[config.mk]
export PLATFORM = sky130hd
export DESIGN_NAME = alubr_top
export DESIGN_NICKNAME = d
export VERILOG_FILES = /design/src/rtl/alubr_pkg.sv /design/src/rtl/alubr_ctrl.sv /design/src/rtl/alubr_dpath.sv /design/src/rtl/alubr_top.sv
export SDC_FILE = /design/constraint.sdc
export NUM_CORES = 1
export LEC_CHECK = 0
export BUFFER_PORTS_ARGS = -buffer_cell sky130_fd_sc_hd__buf_4
export CAP_MARGIN = 10
export CELL_PAD_IN_SITES_DETAIL_PLACEMENT = 0
export CELL_PAD_IN_SITES_GLOBAL_PLACEMENT = 1
export CORE_UTILIZATION = 39
export DETAILED_ROUTE_END_ITERATION = 10
export HOLD_SLACK_MARGIN = 0.05
export PLACE_DENSITY_LB_ADDON = 0.1
export SYNTH_ARGS = -nofsm -noshare
export SYNTH_HDL_FRONTEND = slang
export SYNTH_SLANG_ARGS = --single-unit
[constraint.sdc]
create_clock -name clk -period 4.6 [get_ports clk]
set_input_delay 0 -clock clk [delete_from_list [all_inputs] [get_ports clk]]
set_output_delay 0 -clock clk [all_outputs]
set_load 0.05 [all_outputs]
[src/rtl/alubr_pkg.sv]
package alubr_pkg;

  typedef enum logic [1:0] {
    OP_ADD    = 2'b00,
    OP_SUB    = 2'b01,
    OP_CMP    = 2'b10,
    OP_BRANCH = 2'b11
  } aluOp_e;

  // strobes from control to datapath
  typedef struct packed {
    logic capture;
    logic subMode;
    logic swapOps;
    logic writeRes;
    logic loadFlags;
    logic isBranch;
    logic takeBranch;
  } strobe_t;

  localparam int FLAG_N = 3;
  localparam int FLAG_Z = 2;
  localparam int FLAG_V = 1;
  localparam int FLAG_C = 0;

endpackage

[src/rtl/alubr_ctrl.sv]
module alubr_ctrl
  import alubr_pkg::*;
#(
  parameter int CODEW = 8
) (
  input  logic             inValid,
  input  logic [1:0]       opSel,
  input  logic [CODEW-1:0] brCode,
  input  logic [3:0]       flagsQ,
  output strobe_t          stb
);

  logic       nXorV;
  logic [7:0] baseCond;
  logic [2:0] condIdx;
  logic       condHit;
  logic       codeKnown;
  logic       brTaken;

  assign nXorV = flagsQ[FLAG_N] ^ flagsQ[FLAG_V];

  // index = {group bit, pair select}; low bit of code picks sense
  assign baseCond[0] = 1'b1;
  assign baseCond[1] = flagsQ[FLAG_Z];
  assign baseCond[2] = nXorV;
  assign baseCond[3] = flagsQ[FLAG_Z] | nXorV;
  assign baseCond[4] = flagsQ[FLAG_N];
  assign baseCond[5] = flagsQ[FLAG_C] | flagsQ[FLAG_Z];
  assign baseCond[6] = flagsQ[FLAG_V];
  assign baseCond[7] = flagsQ[FLAG_C];

  assign condIdx   = {brCode[CODEW-1], brCode[2:1]};
  assign condHit   = brCode[0] ? baseCond[condIdx] : ~baseCond[condIdx];
  assign codeKnown = (brCode[CODEW-2:3] == '0) && (brCode != '0);
  assign brTaken   = codeKnown && condHit;

  always_comb begin
    stb         = '0;
    stb.capture = inValid;
    case (aluOp_e'(opSel))
      OP_ADD: begin
        stb.writeRes  = 1'b1;
        stb.loadFlags = 1'b1;
      end
      OP_SUB: begin
        stb.subMode   = 1'b1;
        stb.writeRes  = 1'b1;
        stb.loadFlags = 1'b1;
      end
      OP_CMP: begin
        stb.subMode   = 1'b1;
        stb.swapOps   = 1'b1;
        stb.loadFlags = 1'b1;
      end
      default: begin
        stb.isBranch   = 1'b1;
        stb.takeBranch = brTaken;
      end
    endcase
  end

endmodule

[src/rtl/alubr_dpath.sv]
module alubr_dpath
  import alubr_pkg::*;
#(
  parameter int WIDTH = 16,
  parameter int OFFW  = 8
) (
  input  logic             clk,
  input  logic             rst,
  input  strobe_t          stb,
  input  logic [WIDTH-1:0] srcVal,
  input  logic [WIDTH-1:0] dstVal,
  input  logic [WIDTH-1:0] pcVal,
  input  logic [OFFW-1:0]  brOffset,
  output logic             outValid,
  output logic [WIDTH-1:0] result,
  output logic             resWrite,
  output logic [3:0]       flagsQ,
  output logic             taken,
  output logic [WIDTH-1:0] target
);

  localparam int MSB  = WIDTH - 1;
  localparam int EXTW = WIDTH - OFFW - 1;

  logic [WIDTH-1:0] opA;
  logic [WIDTH-1:0] opB;
  logic [WIDTH-1:0] opBEff;
  logic [WIDTH:0]   sumWide;
  logic [WIDTH-1:0] sumRes;
  logic [3:0]       flagsNext;
  logic [WIDTH-1:0] offScaled;
  logic [WIDTH-1:0] targetNext;

  assign opA     = stb.swapOps ? srcVal : dstVal;
  assign opB     = stb.swapOps ? dstVal : srcVal;
  assign opBEff  = stb.subMode ? ~opB : opB;
  assign sumWide = {1'b0, opA} + {1'b0, opBEff} + {{WIDTH{1'b0}}, stb.subMode};
  assign sumRes  = sumWide[WIDTH-1:0];

  always_comb begin
    flagsNext         = '0;
    flagsNext[FLAG_N] = sumRes[MSB];
    flagsNext[FLAG_Z] = (sumRes == '0);
    flagsNext[FLAG_V] = (opA[MSB] == opBEff[MSB]) && (sumRes[MSB] != opA[MSB]);
    flagsNext[FLAG_C] = stb.subMode ? ~sumWide[WIDTH] : sumWide[WIDTH];
  end

  assign offScaled  = {{EXTW{brOffset[OFFW-1]}}, brOffset, 1'b0};
  assign targetNext = pcVal + WIDTH'(2) + offScaled;

  always_ff @(posedge clk) begin
    if (rst) begin
      outValid <= 1'b0;
      result   <= '0;
      resWrite <= 1'b0;
      flagsQ   <= '0;
      taken    <= 1'b0;
      target   <= '0;
    end else begin
      outValid <= stb.capture;
      if (stb.capture) begin
        resWrite <= stb.writeRes;
        taken    <= stb.takeBranch;
        if (stb.writeRes)  result <= sumRes;
        if (stb.loadFlags) flagsQ <= flagsNext;
        if (stb.isBranch)  target <= targetNext;
      end else begin
        resWrite <= 1'b0;
        taken    <= 1'b0;
      end
    end
  end

endmodule

[src/rtl/alubr_top.sv]
module alubr_top
  import alubr_pkg::*;
#(
  parameter int WIDTH = 16,
  parameter int OFFW  = 8
) (
  input  logic             clk,
  input  logic             rst,
  input  logic             inValid,
  input  logic [1:0]       opSel,
  input  logic [WIDTH-1:0] srcVal,
  input  logic [WIDTH-1:0] dstVal,
  input  logic [WIDTH-1:0] brWord,
  input  logic [WIDTH-1:0] pcVal,
  output logic             outValid,
  output logic [WIDTH-1:0] result,
  output logic             resWrite,
  output logic [3:0]       flags,
  output logic             taken,
  output logic [WIDTH-1:0] target
);

  localparam int CODEW = WIDTH - OFFW;

  strobe_t    stb;
  logic [3:0] flagsQ;

  alubr_ctrl #(.CODEW(CODEW)) ctrl_i (
    .inValid (inValid),
    .opSel   (opSel),
    .brCode  (brWord[WIDTH-1:OFFW]),
    .flagsQ  (flagsQ),
    .stb     (stb)
  );

  alubr_dpath #(.WIDTH(WIDTH), .OFFW(OFFW)) dpath_i (
    .clk      (clk),
    .rst      (rst),
    .stb      (stb),
    .srcVal   (srcVal),
    .dstVal   (dstVal),
    .pcVal    (pcVal),
    .brOffset (brWord[OFFW-1:0]),
    .outValid (outValid),
    .result   (result),
    .resWrite (resWrite),
    .flagsQ   (flagsQ),
    .taken    (taken),
    .target   (target)
  );

  assign flags = flagsQ;

endmodule

Word-level counts from Yosys, hierarchy flattened
Index checks and enable logic that the tools add are counted.
{ "classes": {"add_sub_neg": 4, "n_lt_le_gt_ge": 1, "eq_ne": 4, "mux": 12, "n_bitwise": 7, "reduce_logical": 15} }
{ "ops": {"columns": ["cell", "count"], "rows": [
  ["2-to-1 mux 16 bit", 3],
  ["adder 16 x 16 -> 17 bit", 1],
  ["adder 17 x 1 -> 17 bit", 1],
  ["adder 16 bit", 1],
  ["adder 16 x 2 -> 16 bit (second input constant)", 1],
  ["zero test 16 bit", 1],
  ["NOT 16 bit", 1],
  ["nonzero test 8 bit", 1],
  ["2-to-1 mux 1 bit", 7],
  ["AND reduction 2 bit", 3],
  ["OR reduction 2 bit", 3],
  ["OR reduction 5 bit", 1],
  ["zero test 4 bit", 1],
  ["less-than comparator 3 x 4 -> 1 bit (second input constant)", 1],
  ["binary-select mux 1 bit (select 3 bit)", 1],
  ["logical AND 1 bit", 3],
  ["NOT 1 bit", 3],
  ["OR reduction 3 bit", 1],
  ["== test 2 x 1 -> 1 bit (second input constant)", 1],
  ["== test 2 bit (second input constant)", 1],
  ["zero test 2 bit", 1],
  ["2-to-1 mux 2 bit", 1],
  ["OR 1 bit", 2],
  ["== test 1 bit", 1],
  ["other kinds (2)", 2]
]} }
{ "totals": {"reg_bits": 39, "in_bits": 69, "wordCells": 49} }

Longest topological paths before layout
{ "logic_depth": {"word_depth": 9, "mapped_depth": 15, "mapped_depth_nobuf": 13} }

Cells and area by module
From an unflattened synthesis, not the netlist that was laid out.
{ "unflattened": {"cells_unflattened": 433, "area_unflattened_um2": 3668.5} }
{ "by_module_without_submodules": {"columns": ["module", "n_inst", "cells_each", "area_each_um2", "seq_area_each_um2"], "rows": [
  ["alubr_dpath", 1, 409, 3472.1, 780.7],
  ["alubr_ctrl", 1, 24, 196.4, 0.0]
]} }

Worst setup path before layout
No wires, ideal clock.
{ "synth_timing": {"kind": "input port to flip-flop", "from": "in opSel[0]", "to": "reg dpath_i.flagsQ[2]", "setup_ps": 84, "arrival_ps": 3309, "required_ps": 4516, "slack_ps": 1207, "path_stages": 14, "n_path_buf": 2, "cell_sequence": "inv_1 > ha_1 > buf_2 > buf_1 > xnor2_1 > fa_1 > a211oi_4 > o21bai_2 > a2111oi_4 > nor3_1 > nand3b_4 > nor4_2 > nand4b_1 > o31ai_2"} }
{ "synth_between": {"elab_chain_len": 8, "elab_cells_between_ends": 16, "cone_classes": "add/sub: 2; eq/ne: 2; mux: 6; bitwise: 1; reduce/logical: 5"} }
{ "synth_rtl": {"columns": ["element", "line", "source"], "rows": [
  ["start, declared", "alubr_top.sv:10", "input logic [1:0] opSel,"],
  ["== test 2 bit", "alubr_ctrl.sv:40", "case (aluOp_e'(opSel))"],
  ["2-to-1 mux 1 bit", "alubr_ctrl.sv:40", null],
  ["2-to-1 mux 16 bit", "alubr_dpath.sv:35", "assign opB = stb.swapOps ? dstVal : srcVal;"],
  ["NOT 16 bit", "alubr_dpath.sv:36", "assign opBEff = stb.subMode ? ~opB : opB;"],
  ["2-to-1 mux 16 bit", "alubr_dpath.sv:36", null],
  ["adder 16 x 16 -> 17 bit", "alubr_dpath.sv:37", "assign sumWide = {1'b0, opA} + {1'b0, opBEff} + {{WIDTH{1'b0}}, stb.subMode};"],
  ["adder 17 x 1 -> 17 bit", "alubr_dpath.sv:37", null],
  ["zero test 16 bit", "alubr_dpath.sv:43", "flagsNext[FLAG_Z] = (sumRes == '0);"],
  ["end signal, assigned", "alubr_dpath.sv:65", "if (stb.loadFlags) flagsQ <= flagsNext;"],
  ["end, declared", "alubr_dpath.sv:17", "output logic [3:0] flagsQ,"]
]} }
Several ways; a longest one is shown, not always the timed one.
A chain may end at the register's enable or synchronous reset.

Final worst setup path
Same ends and word-level chain as after synthesis.

==> reports/metrics.csv <==
metric;value;unit
status;finished, final reports clean;
syn_nets;558;
skew;0.00233;ns
grt_pass1_vias;3317;
fin_cells;655;
cts_max_path_buffers;2;
fin_tns_setup;0;ns
rr_worst_depth;8;
areaGrowthSynthToFinish;27.8;%
netlist_instances;440;
post-route-min-period;3.41;ns
fillers;912;
synth_cell_types;64;
portBuffers;107;
synth_async_sr_flop_share;0;
slew_headroom;0.431;
cts-root-buf;clkbuf_8;
grt_max_degree;44;
first_iter_violations;108;
cts_sinks;39;
synth.avg_cell_area;8.35;um^2
cts_inserted_buffers;5;
hold_ws;0.0682;ns
worst_pin_slew;0.853;ns
cts_setup_buffers;0;
path_cells;buf_4, inv_1, ha_1, mux2_2, fa_1, a211oi_4, o21bai_2, a2111oi_4, nor3_1, nand3b_4, nor4_2, nand4b_1, o31ai_2;
track_usage;0.191;
synth_edf_count;0;
p_leak;2.07;nW
drtAntennaViolNets;0;
wl_per_cell;13.9;um
h-tree-depth;2;
synthesis.area;0.00368;mm^2
drive_gt1_frac;0.272;
cp_max_fo;18;
holdBufCountCts;5;
grt_pass1_wl;15400;um
fp.coreArea;0.00920;mm^2
first_pass_iters;4;
gp_congestion;0.903;
final_util;0.511;
drc_errors;0;
die_w;99.1;um
critPathKind;in -> reg;
slew_viol_final;0;
vias_per_cell;5.35;
synth_top_area_frac;0.212;
synth_area_leaders;dfxtp_1 21%, ha_1 16%, xnor2_1 7.6%, a21oi_1 6.5%, nand2_1 5.1%;
end_kind;flip-flop;
drv_cap;0;
setup-violations-final;0;
rsz0062_at_grt;false;
hold_viol_final;0;
worstSkewPairLatency;0.28;ns
cts_resized;0;
grt_overflow;0;
critPathSlowestCell;ha_1;
start_util;0.400;
post-place-cells;643;
ys_warn_count;0;
vdd_drop_max;0.129;mV
nNetsFinal;662;
synth_commonest_cells;50 x nand2_1, 48 x a21oi_1, 47 x ha_1;
cts_tree;done;
r2r_slack;2.80;ns
antenna_found_initial;0;
cpPeakStageDelay;0.72;ns
clkTransAtPathRegs;0.08;ns
num_rows;35;
hpwl;7110;um
dieArea;0.00982;mm^2
powerDensity;303;mW/mm^2
ys_ff_latch;39;
required;4.81;ns
max_freq;293;MHz
post-place-ws;0.895;ns
dr_total_vias;3503;
synth-seq-area-share;0.212;
start_kind;primary input;
hold_path.class;in -> reg;
dieHeight;99.1;um
period_share;0.741;
crit_arrival;3.62;ns
synth_ff_type;dfxtp_1;
synth_most_common_cell;nand2_1;
fin_ws;1.19;ns
postRouteWirelength;9130;um
n_antenna_cell;0;
synth.largest_area_cell;dfxtp_1;
io_pins;108;
hold_depth;4;
==> worst paths after layout <==
kind / from / end
setup / recovery: opSel[0] / dpath_i.flagsQ[2]$_SDFFE_PP0P_
hold / removal: pcVal[1] / dpath_i.target[1]$_SDFFE_PP0P_
setup reg to reg: dpath_i.flagsQ[2]$_SDFFE_PP0P_ / dpath_i.taken$_SDFF_PP0_
hold reg to reg: dpath_i.target[5]$_SDFFE_PP0P_ / dpath_i.target[5]$_SDFFE_PP0P_
==> state kept, by name, summed over array words and instances, names as in the netlist <==
register	cells
dpath_i.flagsQ	4
dpath_i.outValid	1
dpath_i.resWrite	1
dpath_i.result	16
dpath_i.taken	1
dpath_i.target	16
==> per-layer routing <==
layer  share of wire  track usage  vias to the layer above
met1            0.50        0.266                     1610
met5               0            0                        -
met2            0.45        0.314                       83
met3           0.044       0.0312                       11
met4          0.0090       0.0351                        0
li1                -            -                     1799
==> worst max-delay path: cells and delay by family <==
kind,cells,cell delay [ns]
AO/OA/AOI/OAI,4,1.09
multiplexers,1,0.44
adder cells (fa/ha/maj),2,1.18
buffers and inverters,2,0.21
AND/OR/NAND/NOR,4,0.68
==> through the flow <==
step                instance area [um^2]  power (mW)
global route                        4700        1.54
floorplan                           3680       0.984
detailed placement                  4560        1.19
CTS                                 4700        1.44
global placement                    4560        1.18
finish                              4700        1.42
==> area by class of cell <==
cell class                      count  area, um^2  share of cell area
Clock inverter                      1        5.00             0.00107
Multi-Input combinational cell    368        2760               0.587
Timing Repair Buffer              115         876               0.186
Clock buffer                        6        82.6              0.0176
Tap cell                          111         139              0.0296
Inverter                           15        56.3              0.0120
Sequential cell                    39         781               0.166
==> cells by family (layout without fill, tap and decap cells) <==
family,count (synthesis),after routing,share of synthesized area
AND/OR/NAND/NOR,135,135,0.181
AO/OA/AOI/OAI,114,114,0.215
adder cells (fa/ha/maj),49,49,0.171
flip-flops,39,39,0.212
XOR/XNOR,37,37,0.0882
multiplexers,33,33,0.0950
buffers and inverters,33,137,0.0374
==> power breakdown <==
part	internal (mW)	total [mW]	leakage, nW	switching (mW)
Sequential	0.366	0.384	0.318	0.0178
Clock	0.118	0.238	0.0470	0.120
Combinational	0.332	0.801	1.70	0.468
Total	0.816	1.42	2.07	0.607
==> placed cells by master, fill, tap and decap left out, drive strengths merged, types with 6 or more instances in the layout <==
cell    count
mux2i      18
ha         47
a21oi      48
o21ai      14
nand3b      6
dfxtp      39
a211oi      9
nor4        6
nand3      10
o31ai       6
nor2       31
inv        15
buf       110
xnor2      32
mux2       15
nor3       11
clkbuf      6
nand2      50
Note: power is estimated with default switching activity, not from simulation.
